`config.mk`:
```
export PLATFORM = sky130hd
export DESIGN_NAME = wt_store_queue
export DESIGN_NICKNAME = d
export VERILOG_FILES = /design/src/rtl/wtsq_pkg.sv /design/src/rtl/wtsq_fifo.sv /design/src/rtl/wtsq_match.sv /design/src/rtl/wtsq_arb.sv /design/src/rtl/wt_store_queue.sv
export SDC_FILE = /design/constraint.sdc
export NUM_CORES = 1
export LEC_CHECK = 0
export BUFFER_PORTS_ARGS = -buffer_cell sky130_fd_sc_hd__buf_2
export CORE_ASPECT_RATIO = 1.25
export CORE_UTILIZATION = 55
export DETAILED_ROUTE_END_ITERATION = 7
export PLACE_DENSITY = 0.74
export SYNTH_ARGS = -nofsm -noshare
export SYNTH_HDL_FRONTEND = slang
export SYNTH_HIERARCHICAL = 1
export SYNTH_SLANG_ARGS = --single-unit
```
`constraint.sdc`:
```
create_clock -name clk_i -period 13.24 [get_ports clk_i]
set_clock_uncertainty 0.05 [all_clocks]
set_input_delay 0.662 -clock clk_i [delete_from_list [all_inputs] [get_ports clk_i]]
set_output_delay 0.662 -clock clk_i [all_outputs]
set_load 0.01 [all_outputs]
```
`src/rtl/wtsq_pkg.sv`:
```
package wtsq_pkg;
  typedef enum logic [1:0] {
    MEM_IDLE = 2'd0,
    MEM_RD   = 2'd1,
    MEM_WR   = 2'd2
  } mem_op_e;
endpackage

```
`src/rtl/wtsq_fifo.sv`:
```
module wtsq_fifo #(
  parameter int DEPTH = 8,
  parameter int AW    = 32,
  parameter int DW    = 32,
  localparam int PW   = $clog2(DEPTH),
  localparam int CW   = $clog2(DEPTH + 1)
) (
  input  logic          clk_i,
  input  logic          rst_ni,
  input  logic          push_i,
  input  logic [AW-1:0] push_addr_i,
  input  logic [DW-1:0] push_data_i,
  input  logic          pop_i,
  output logic [AW-1:0] head_addr_o,
  output logic [DW-1:0] head_data_o,
  output logic [DEPTH-1:0] slot_vld_o,
  output logic [AW-1:0] slot_addr_o [DEPTH],
  output logic [CW-1:0] cnt_o
);
  logic [AW-1:0]    addr_q [DEPTH];
  logic [DW-1:0]    data_q [DEPTH];
  logic [DEPTH-1:0] vld_q;
  logic [PW-1:0]    wr_q, rd_q;
  logic [CW-1:0]    cnt_q;

  function automatic logic [PW-1:0] ptr_inc(input logic [PW-1:0] p);
    return (p == PW'(DEPTH - 1)) ? '0 : p + PW'(1);
  endfunction

  always_ff @(posedge clk_i or negedge rst_ni) begin
    if (!rst_ni) begin
      vld_q <= '0;
      wr_q  <= '0;
      rd_q  <= '0;
      cnt_q <= '0;
    end else begin
      // pop before push so a push into the slot just freed wins
      if (pop_i) begin
        vld_q[rd_q] <= 1'b0;
        rd_q        <= ptr_inc(rd_q);
      end
      if (push_i) begin
        vld_q[wr_q] <= 1'b1;
        wr_q        <= ptr_inc(wr_q);
      end
      if (push_i && !pop_i)      cnt_q <= cnt_q + CW'(1);
      else if (pop_i && !push_i) cnt_q <= cnt_q - CW'(1);
    end
  end

  always_ff @(posedge clk_i) begin
    if (push_i) begin
      addr_q[wr_q] <= push_addr_i;
      data_q[wr_q] <= push_data_i;
    end
  end

  assign head_addr_o = addr_q[rd_q];
  assign head_data_o = data_q[rd_q];
  assign slot_vld_o  = vld_q;
  assign slot_addr_o = addr_q;
  assign cnt_o       = cnt_q;

  p_no_overflow_r3: assert property (@(posedge clk_i) disable iff (!rst_ni)
    (push_i && !pop_i) |-> (cnt_q < CW'(DEPTH)));
  p_no_underflow_r4: assert property (@(posedge clk_i) disable iff (!rst_ni)
    pop_i |-> (cnt_q != '0));
  p_cnt_inc_r2: assert property (@(posedge clk_i) disable iff (!rst_ni)
    (push_i && !pop_i) |=> (cnt_q == $past(cnt_q) + CW'(1)));
  p_cnt_hold_r7: assert property (@(posedge clk_i) disable iff (!rst_ni)
    (push_i && pop_i) |=> $stable(cnt_q));
  p_vld_cnt_r8: assert property (@(posedge clk_i) disable iff (!rst_ni)
    1'b1 |-> ($countones(vld_q) == int'(cnt_q)));
endmodule

```
`src/rtl/wtsq_match.sv`:
```
module wtsq_match #(
  parameter int DEPTH = 8,
  parameter int AW    = 32
) (
  input  logic             rd_valid_i,
  input  logic [AW-1:0]    rd_addr_i,
  input  logic [DEPTH-1:0] slot_vld_i,
  input  logic [AW-1:0]    slot_addr_i [DEPTH],
  output logic             hazard_o
);
  logic [DEPTH-1:0] hit_vec;

  for (genvar g = 0; g < DEPTH; g++) begin : g_cmp
    assign hit_vec[g] = slot_vld_i[g] && (slot_addr_i[g] == rd_addr_i);
  end

  assign hazard_o = rd_valid_i && (|hit_vec);
endmodule

```
`src/rtl/wtsq_arb.sv`:
```
module wtsq_arb
  import wtsq_pkg::*;
#(
  parameter int AW = 32,
  parameter int DW = 32
) (
  input  logic          rd_valid_i,
  input  logic [AW-1:0] rd_addr_i,
  input  logic          hazard_i,
  input  logic          q_nonempty_i,
  input  logic [AW-1:0] head_addr_i,
  input  logic [DW-1:0] head_data_i,
  input  logic          mem_ready_i,
  output logic          mem_valid_o,
  output logic          mem_we_o,
  output logic [AW-1:0] mem_addr_o,
  output logic [DW-1:0] mem_wdata_o,
  output logic          rd_grant_o,
  output logic          pop_o
);
  mem_op_e op;

  always_comb begin
    if (rd_valid_i && !hazard_i) op = MEM_RD;
    else if (q_nonempty_i)       op = MEM_WR;
    else                         op = MEM_IDLE;
  end

  assign mem_valid_o = (op != MEM_IDLE);
  assign mem_we_o    = (op == MEM_WR);
  assign mem_addr_o  = (op == MEM_RD) ? rd_addr_i : head_addr_i;
  assign mem_wdata_o = head_data_i;
  assign rd_grant_o  = (op == MEM_RD) && mem_ready_i;
  assign pop_o       = (op == MEM_WR) && mem_ready_i;

  always_comb begin
    a_grant_excl_r5: assert (!(rd_grant_o && pop_o));
  end
endmodule

```
`src/rtl/wt_store_queue.sv`:
```
module wt_store_queue #(
  parameter int DEPTH = 8,
  parameter int AW    = 32,
  parameter int DW    = 32,
  localparam int CW   = $clog2(DEPTH + 1)
) (
  input  logic          clk_i,
  input  logic          rst_ni,
  input  logic          st_valid_i,
  input  logic [AW-1:0] st_addr_i,
  input  logic [DW-1:0] st_data_i,
  output logic          st_ready_o,
  input  logic          rd_valid_i,
  input  logic [AW-1:0] rd_addr_i,
  output logic          rd_ready_o,
  output logic          mem_valid_o,
  output logic          mem_we_o,
  output logic [AW-1:0] mem_addr_o,
  output logic [DW-1:0] mem_wdata_o,
  input  logic          mem_ready_i,
  output logic          full_o,
  output logic          empty_o
);
  logic             push, pop, hazard;
  logic [AW-1:0]    head_addr;
  logic [DW-1:0]    head_data;
  logic [DEPTH-1:0] slot_vld;
  logic [AW-1:0]    slot_addr [DEPTH];
  logic [CW-1:0]    cnt;

  assign full_o     = (cnt == CW'(DEPTH));
  assign empty_o    = (cnt == '0);
  // a retiring entry frees a slot for a store in the same cycle
  assign st_ready_o = !full_o || pop;
  assign push       = st_valid_i && st_ready_o;

  wtsq_fifo #(.DEPTH(DEPTH), .AW(AW), .DW(DW)) u_fifo (
    .clk_i, .rst_ni,
    .push_i(push), .push_addr_i(st_addr_i), .push_data_i(st_data_i),
    .pop_i(pop),
    .head_addr_o(head_addr), .head_data_o(head_data),
    .slot_vld_o(slot_vld), .slot_addr_o(slot_addr), .cnt_o(cnt)
  );

  wtsq_match #(.DEPTH(DEPTH), .AW(AW)) u_match (
    .rd_valid_i, .rd_addr_i,
    .slot_vld_i(slot_vld), .slot_addr_i(slot_addr),
    .hazard_o(hazard)
  );

  wtsq_arb #(.AW(AW), .DW(DW)) u_arb (
    .rd_valid_i, .rd_addr_i, .hazard_i(hazard),
    .q_nonempty_i(!empty_o),
    .head_addr_i(head_addr), .head_data_i(head_data),
    .mem_ready_i,
    .mem_valid_o, .mem_we_o, .mem_addr_o, .mem_wdata_o,
    .rd_grant_o(rd_ready_o), .pop_o(pop)
  );

  p_rd_no_stale_r6: assert property (@(posedge clk_i) disable iff (!rst_ni)
    (mem_valid_o && !mem_we_o) |-> !(|slot_vld) || !hazard);
  p_rd_prio_r5: assert property (@(posedge clk_i) disable iff (!rst_ni)
    (rd_valid_i && !hazard) |-> (mem_valid_o && !mem_we_o && !pop));
  p_full_stall_r3: assert property (@(posedge clk_i) disable iff (!rst_ni)
    (full_o && !(mem_valid_o && mem_we_o && mem_ready_i)) |-> !st_ready_o);
  p_idle_empty_r8: assert property (@(posedge clk_i) disable iff (!rst_ni)
    (empty_o && !rd_valid_i) |-> !mem_valid_o);
  p_flags_excl_r8: assert property (@(posedge clk_i) disable iff (!rst_ni)
    !(full_o && empty_o));
  p_reset_idle_r1: assert property (@(posedge clk_i) disable iff (!rst_ni)
    $rose(rst_ni) |-> (empty_o && !full_o));
endmodule

```
# ---- Word level (Yosys, flattened, before mapping)
# Memory sizes are Yosys's and may differ from the RTL's.
# Index checks and enable logic that the tools add are counted.
# W data, S select, Z words.
dict set report totals {
  regBits 274
  mem_bits_rw 256
  input_bits 101
  output_inout_bits 70
  wordCells 90
  n_memories 1
}
# memory words width rd rd_clocked_by_memory_dff wr line
set memory_table {}
lappend memory_table {u_fifo.data_q 8 32 1 0 1 wtsq_fifo.sv:21} ;# logic [DW-1:0] data_q [DEPTH];
dict set report classes {
  n_addsub 4
  n_lt_le_gt_ge 7
  eq_ne 13
  mux 21
  bitwise_logic 5
  n_reduce_logical 27
}
# cell count
set op_table {}
lappend op_table {{$bwmux W256} 1}
lappend op_table {{$eq A32 B32 Y1} 8}
lappend op_table {{$mux W32} 4}
lappend op_table {{$bmux W32 S3} 1}
lappend op_table {{$demux W32 S3} 1}
lappend op_table {{$logic_and A1 B1 Y1} 18}
lappend op_table {{$mux W8} 2}
lappend op_table {{$and A8 B8 Y8} 1}
lappend op_table {{$ge A4 B4 Y1 const B} 2}
lappend op_table {{$lt A3 B4 Y1 const B} 2}
lappend op_table {{$mux W4} 2}
lappend op_table {{$not A3 Y4} 2}
lappend op_table {{$not A8 Y8} 1}
lappend op_table {{$or A8 B8 Y8} 1}
lappend op_table {{$reduce_or A8 Y1} 1}
lappend op_table {{$add A3 B1 Y3 const B} 2}
lappend op_table {{$demux W1 S3} 2}
lappend op_table {{$eq A3 B3 Y1 const B} 2}
lappend op_table {{$ge A3 B1 Y1 const B} 2}
lappend op_table {{$mux W3} 2}
lappend op_table {{$add A4 B1 Y4 const B} 1}
lappend op_table {{$eq A4 B4 Y1 const B} 1}
lappend op_table {{$logic_not A1 Y1} 4}
lappend op_table {{$logic_not A4 Y1} 1}
lappend op_table {{8 further kinds} 13}

# ---- Longest topological paths before layout
dict set report logic_depth {
  word_depth 15
  depth_mapped 19
  ltp_nobuf 16
}

# ---- Hierarchy
# The synthesis kept the hierarchy.
# mod n_inst cells_per_inst area_each_um2 seq_area_each_um2
set modules_own_cells {}
lappend modules_own_cells {wtsq_fifo 1 833 20403.3 15825.2}
lappend modules_own_cells {wtsq_match 1 381 3121.7 0.0}
lappend modules_own_cells {wtsq_arb 1 73 802.0 0.0}
lappend modules_own_cells {wt_store_queue 1 6 45.0 0.0}

# ---- Least setup slack after synthesis
# OpenSTA, ideal clock, no wires.
dict set report synth_timing {
  path_kind {input to register}
  from {input port rd_addr_i[3]}
  to {memory u_fifo.data_q[4][0] (enable)}
  setup_time_ns 0.566
  arrival_time_ns 7.559
  required_ns 12.624
  setup_slack_ns 5.065
  cell_stages 15
  n_path_buf 3
  path_cell_list {buf_4 -> xnor2_1 -> nand4_1 -> nor4_1 -> nand4_1 -> o22ai_1 -> o41a_2 -> nor2b_4 -> buf_6 -> buf_6 -> and3b_1 -> inv_1 -> a21boi_0 -> nand2_1 -> nor3_1}
}
dict set report synth_via {
  elab_chain_len 13
  elab_cells_between_ends 27
  classes_between {eq/ne (9); mux (3); reduce/logical (15)}
}
# item line
set synth_lines {}
lappend synth_lines {{from (decl)} wt_store_queue.sv:14} ;# input logic [AW-1:0] rd_addr_i,
lappend synth_lines {{$eq A32 B32 Y1} wtsq_match.sv:14} ;# assign hit_vec[g] = slot_vld_i[g] && (slot_addr_i[g] == rd_addr_i);
lappend synth_lines {{$logic_and A1 B1 Y1} wtsq_match.sv:14}
lappend synth_lines {{$reduce_or A8 Y1 (*)} wtsq_match.sv:17} ;# assign hazard_o = rd_valid_i && (|hit_vec);
lappend synth_lines {{$logic_and A1 B1 Y1 (*)} wtsq_match.sv:17}
lappend synth_lines {{via hazard} wt_store_queue.sv:24} ;# logic push, pop, hazard;
lappend synth_lines {{$logic_not A1 Y1 (*)} wtsq_arb.sv:24} ;# if (rd_valid_i && !hazard_i) op = MEM_RD;
lappend synth_lines {{$logic_and A1 B1 Y1 (*)} wtsq_arb.sv:24}
lappend synth_lines {{$mux W2 (*)} wtsq_arb.sv:24}
lappend synth_lines {{$eq A2 B2 Y1 (*)} wtsq_arb.sv:34} ;# assign pop_o = (op == MEM_WR) && mem_ready_i;
lappend synth_lines {{$logic_and A1 B1 Y1 (*)} wtsq_arb.sv:34}
lappend synth_lines {{via pop} wt_store_queue.sv:24}
lappend synth_lines {{$logic_or A1 B1 Y1 (*)} wt_store_queue.sv:34} ;# assign st_ready_o = !full_o || pop;
lappend synth_lines {{$logic_and A1 B1 Y1 (*)} wt_store_queue.sv:35} ;# assign push = st_valid_i && st_ready_o;
lappend synth_lines {{via push} wt_store_queue.sv:24}
lappend synth_lines {{$mux W1 (*)} wtsq_fifo.sv:52} ;# if (push_i) begin
lappend synth_lines {{$mux W1 (not written as such) (*)} wtsq_fifo.sv:54} ;# data_q[wr_q] <= push_data_i;
lappend synth_lines {{to (decl)} wtsq_fifo.sv:21}
# Mark *: on every way through the listed nets, which the timed path passes. The rest lies on a longest branch.

# ---- Worst setup path after layout
dict set report layout_timing {
  from {register u_fifo.addr_q, in the netlist u_fifo/slot_addr_o[25]}
  to {register u_fifo.addr_q, in the netlist u_fifo/slot_addr_o[132] (enable)}
}
dict set report layout_via {
  elab_chain_len 11
}
# item line
set layout_lines {}
lappend layout_lines {{from (decl)} wtsq_fifo.sv:20} ;# logic [AW-1:0] addr_q [DEPTH];
lappend layout_lines {{from (signal, indexed assignment)} wtsq_fifo.sv:53} ;# addr_q[wr_q] <= push_addr_i;
lappend layout_lines {{$eq A32 B32 Y1} wtsq_match.sv:14}
lappend layout_lines {{$logic_and A1 B1 Y1} wtsq_match.sv:14}
lappend layout_lines {{$reduce_or A8 Y1} wtsq_match.sv:17}
lappend layout_lines {{$logic_and A1 B1 Y1} wtsq_match.sv:17}
lappend layout_lines {{via hazard} wt_store_queue.sv:24}
lappend layout_lines {{$logic_not A1 Y1} wtsq_arb.sv:24}
lappend layout_lines {{$logic_and A1 B1 Y1} wtsq_arb.sv:24}
lappend layout_lines {{$mux W2} wtsq_arb.sv:24}
lappend layout_lines {{$eq A2 B2 Y1} wtsq_arb.sv:34}
lappend layout_lines {{$logic_and A1 B1 Y1} wtsq_arb.sv:34}
lappend layout_lines {{via pop} wt_store_queue.sv:24}
lappend layout_lines {{$logic_or A1 B1 Y1} wt_store_queue.sv:34}
lappend layout_lines {{$logic_and A1 B1 Y1} wt_store_queue.sv:35}
lappend layout_lines {{via push} wt_store_queue.sv:24}
# The timed path passes the listed nets, and every way through them passes these cells.
# A chain may end at the register's enable or synchronous reset.

==> impl_metrics.yaml <==
run_status:
  status: "completed"
finish:
  nets: 1537
  fill_cells: 3115
  regArea_mm2: 0.0158
  area_delta_synth_final_pct: 10.1
  drive_gt1_share_pct: 34.2
  finish.utilization_pct: 61.8
  multi_input_area_mm2: 0.00770
setup_path:
  rr_startpoint: "u_fifo/slot_addr_o[25]"
  critPathMaxFanout: 37
  cp.required_ps: 13400
  crit_path_max_incr_delay_ps: 1090
  path_class: "register to register"
  cp-end-kind: "register"
  arrival_ps: 5890
  cp-start-kind: "register"
  critPathLaunch: "u_fifo/slot_addr_o[25]"
  crit_path_frequent_cell: "nand4_1"
  path_cells: "xnor2_1, nand4_1, nor4_1, nand4_1, o22ai_1, o41a_2, nor2b_4, and3b_1, inv_1, a21boi_0, nand2b_1, nor2_4, buf_4"
  reg2reg_depth: 13
  slowest_stage: "nor2_4"
grt:
  antenna_found_initial: 7
  grt_usage_pct: 26.8
  overflow: 0
  grt_max_degree: 70
  grt_pass1_wl_um: 86000
  grt_pass1_vias: 12800
synthesis:
  netlist_instances: 1293
  synth_nets: 1402
  async_flop_share_pct: 3.40
  synth_top_area_share_pct: 63.1
  ys_ff_latch: 530
  synth_cell_types: 45
  yosysSeqAreaShare_pct: 64.9
  syn_area_per_cell_um2: 18.8
  synth.most_common_cell: "edfxtp_1"
  synth_area_leaders: "edfxtp_1 63%, mux4_2 11%, xnor2_1 5.0%"
  syn_area_mm2: 0.0244
  yosysWarnings: 6
  yosys-top-cells-count: "512 x edfxtp_1, 138 x xnor2_1, 124 x mux4_2, 120 x xor2_1, 76 x mux2_4"
  synth_top_flop_cell: "edfxtp_1"
  synth_edf_count: 512
  yosys.area.top_type: "edfxtp_1"
power_and_ir_drop:
  p_per_area_mw_per_mm2: 204
  ir_worst_vdd_v: 0.000156
  power_leakage_nw: 8.98
  fin_total_pwr_w: 0.00547
detailed_routing:
  dr.pass1.iters: 5
  vias_per_cell: 6.11
  antenna_left: 0
  routed_wirelength_um: 59400
  drt_drc_violations_left: 0
  drt-wirelength-per-cell_um: 29.2
  vias: 12400
  dr.first_iter.drc_count: 1023
cts:
  cts_inserted_buffers: 50
  insertion_delay_ps: 590
  htreeDepth: 2
  clock-sinks: 530
  clockBufferDepth: 3
  clk_pin_slew_ps: 60
  root_buffer: "clkbuf_16"
  cts_tree: "built"
floorplan:
  die-width_um: 190
  core_region_area_mm2: 0.0434
  io_pins: 171
  start_util_pct: 56.2
  die-area_mm2: 0.0452
  rows: 85
  die-height_um: 237
place:
  gp_congestion: 0.988
  dp_hpwl_um: 39700
  io_buffer_count: 170
sta:
  fin_tns_setup_ps: 0
  layout_min_cycle_time_ps: 5730
  slew-limit-headroom_pct: 12.4
  max_freq_mhz: 175
  slew_viol_final: 0
  tightestPinTransition_ps: 1310
  min_period_over_period_pct: 43.3
  rsz0062_at_grt: "no"
  setup_viol: 0
  hold_viol: 0
worst_hold_path:
  holdCritPathClass: "input pin to register"
  hold_start: "st_addr_i[13]"
  whs_path_depth: 1
job:
  maxCapViolations: 0
area by class of cell:
cell class / instances / share of cell area (%)
Antenna cell: 4 / 0.0373
Sequential cell: 530 / 59.0
Multi-Input combinational cell: 652 / 28.7
Clock buffer: 61 / 4.90
Tap cell: 565 / 2.63
Timing Repair Buffer: 189 / 3.71
Clock inverter: 27 / 0.933
Inverter: 5 / 0.0700
what timing repair did:
action,CTS,global route
endpoints found under the hold margin,18,0
setup buffers,0,0
hold buffers,1,0
resized for setup,0,0
path summary, 6_finish.rpt:
path | to | slack [ps]
worst min-delay path | u_fifo/slot_addr_o[45] | 290
worst max-delay path | u_fifo/slot_addr_o[132] | 7510
max in group asynchronous | u_fifo/rd_q[1] | 12290
worst max register to register | u_fifo/slot_addr_o[132] | 7510
worst min register to register | u_fifo/slot_vld_o[1] | 490
min in group asynchronous | u_fifo/cnt_o[1] | 520
report_power, final:
part | total, W | internal, W | leakage [nW] | switching (W)
Sequential | 0.00230 | 0.00212 | 4.85 | 0.000179
Combinational | 0.00179 | 0.000899 | 3.36 | 0.000888
Clock | 0.00138 | 0.000783 | 0.770 | 0.000596
logic make-up (layout without fill, tap and decap cells):
| group | after synthesis | after routing | synth area share [%] |
|---|---|---|---|
| AOI/OAI and AO/OA | 25 | 25 | 0.683 |
| xor gates and xnor gates | 258 | 258 | 9.27 |
| adders and majority gates | 8 | 8 | 0.441 |
| buffers and inverters | 111 | 282 | 3.71 |
| DFF | 530 | 530 | 64.9 |
| muxes | 230 | 230 | 17.8 |
| other | 0 | 4 | 0 |
| and+or+nand+nor | 131 | 131 | 3.19 |
flip-flops by register name (all words and copies together), names as in the netlist:
signal / cells
u_fifo/rd_q: 3
u_fifo/data_q: 256
u_fifo/slot_vld_o: 8
u_fifo/slot_addr_o: 256
u_fifo/wr_q: 3
u_fifo/cnt_o: 4
critical path: cells and delay by family, from the launching register on:
kind / cells / cell delay (ps)
simple gates: 7 / 2600
compound gates: 3 / 1030
buf+inv: 2 / 780
flops: 1 / 420
xor+xnor: 1 / 460
metal layers:
layer,global-route usage (%),wire [µm]
met5,0,58
met4,10.2,2260
met3,5.30,4310
met2,44.8,29800
met1,34.7,22900
cell usage in the layout (no fill, tap or decap), types with 15 or more instances in the layout:
cell / synthesis / final
mux2_2: 25 / 25
dfrtp_1: 18 / 15
buf_4: 45 / 18
edfxtp_1: 512 / 512
buf_2: 19 / 170
nor4_1: 32 / 32
mux2_4: 76 / 76
xor2_1: 120 / 120
xnor2_1: 138 / 138
mux4_2: 124 / 124
nand4_1: 40 / 40
clkbuf_16: 0 / 51
metrics by stage:
step | cells | worst slack [ps] | area [µm²] | hold WS (ps)
2_1_floorplan | 1293 | 5070 | 24400 | 316
3_3_place_gp | 1940 | 7200 | 25200 | 454
3_5_place_dp | 1940 | 7140 | 25200 | 472
4_1_cts | 2029 | 7570 | 26800 | 263
5_1_grt | 2029 | 7190 | 26800 | 277
6_report | 2033 | 7510 | 26800 | 287
(Power assumes the default switching activity.)
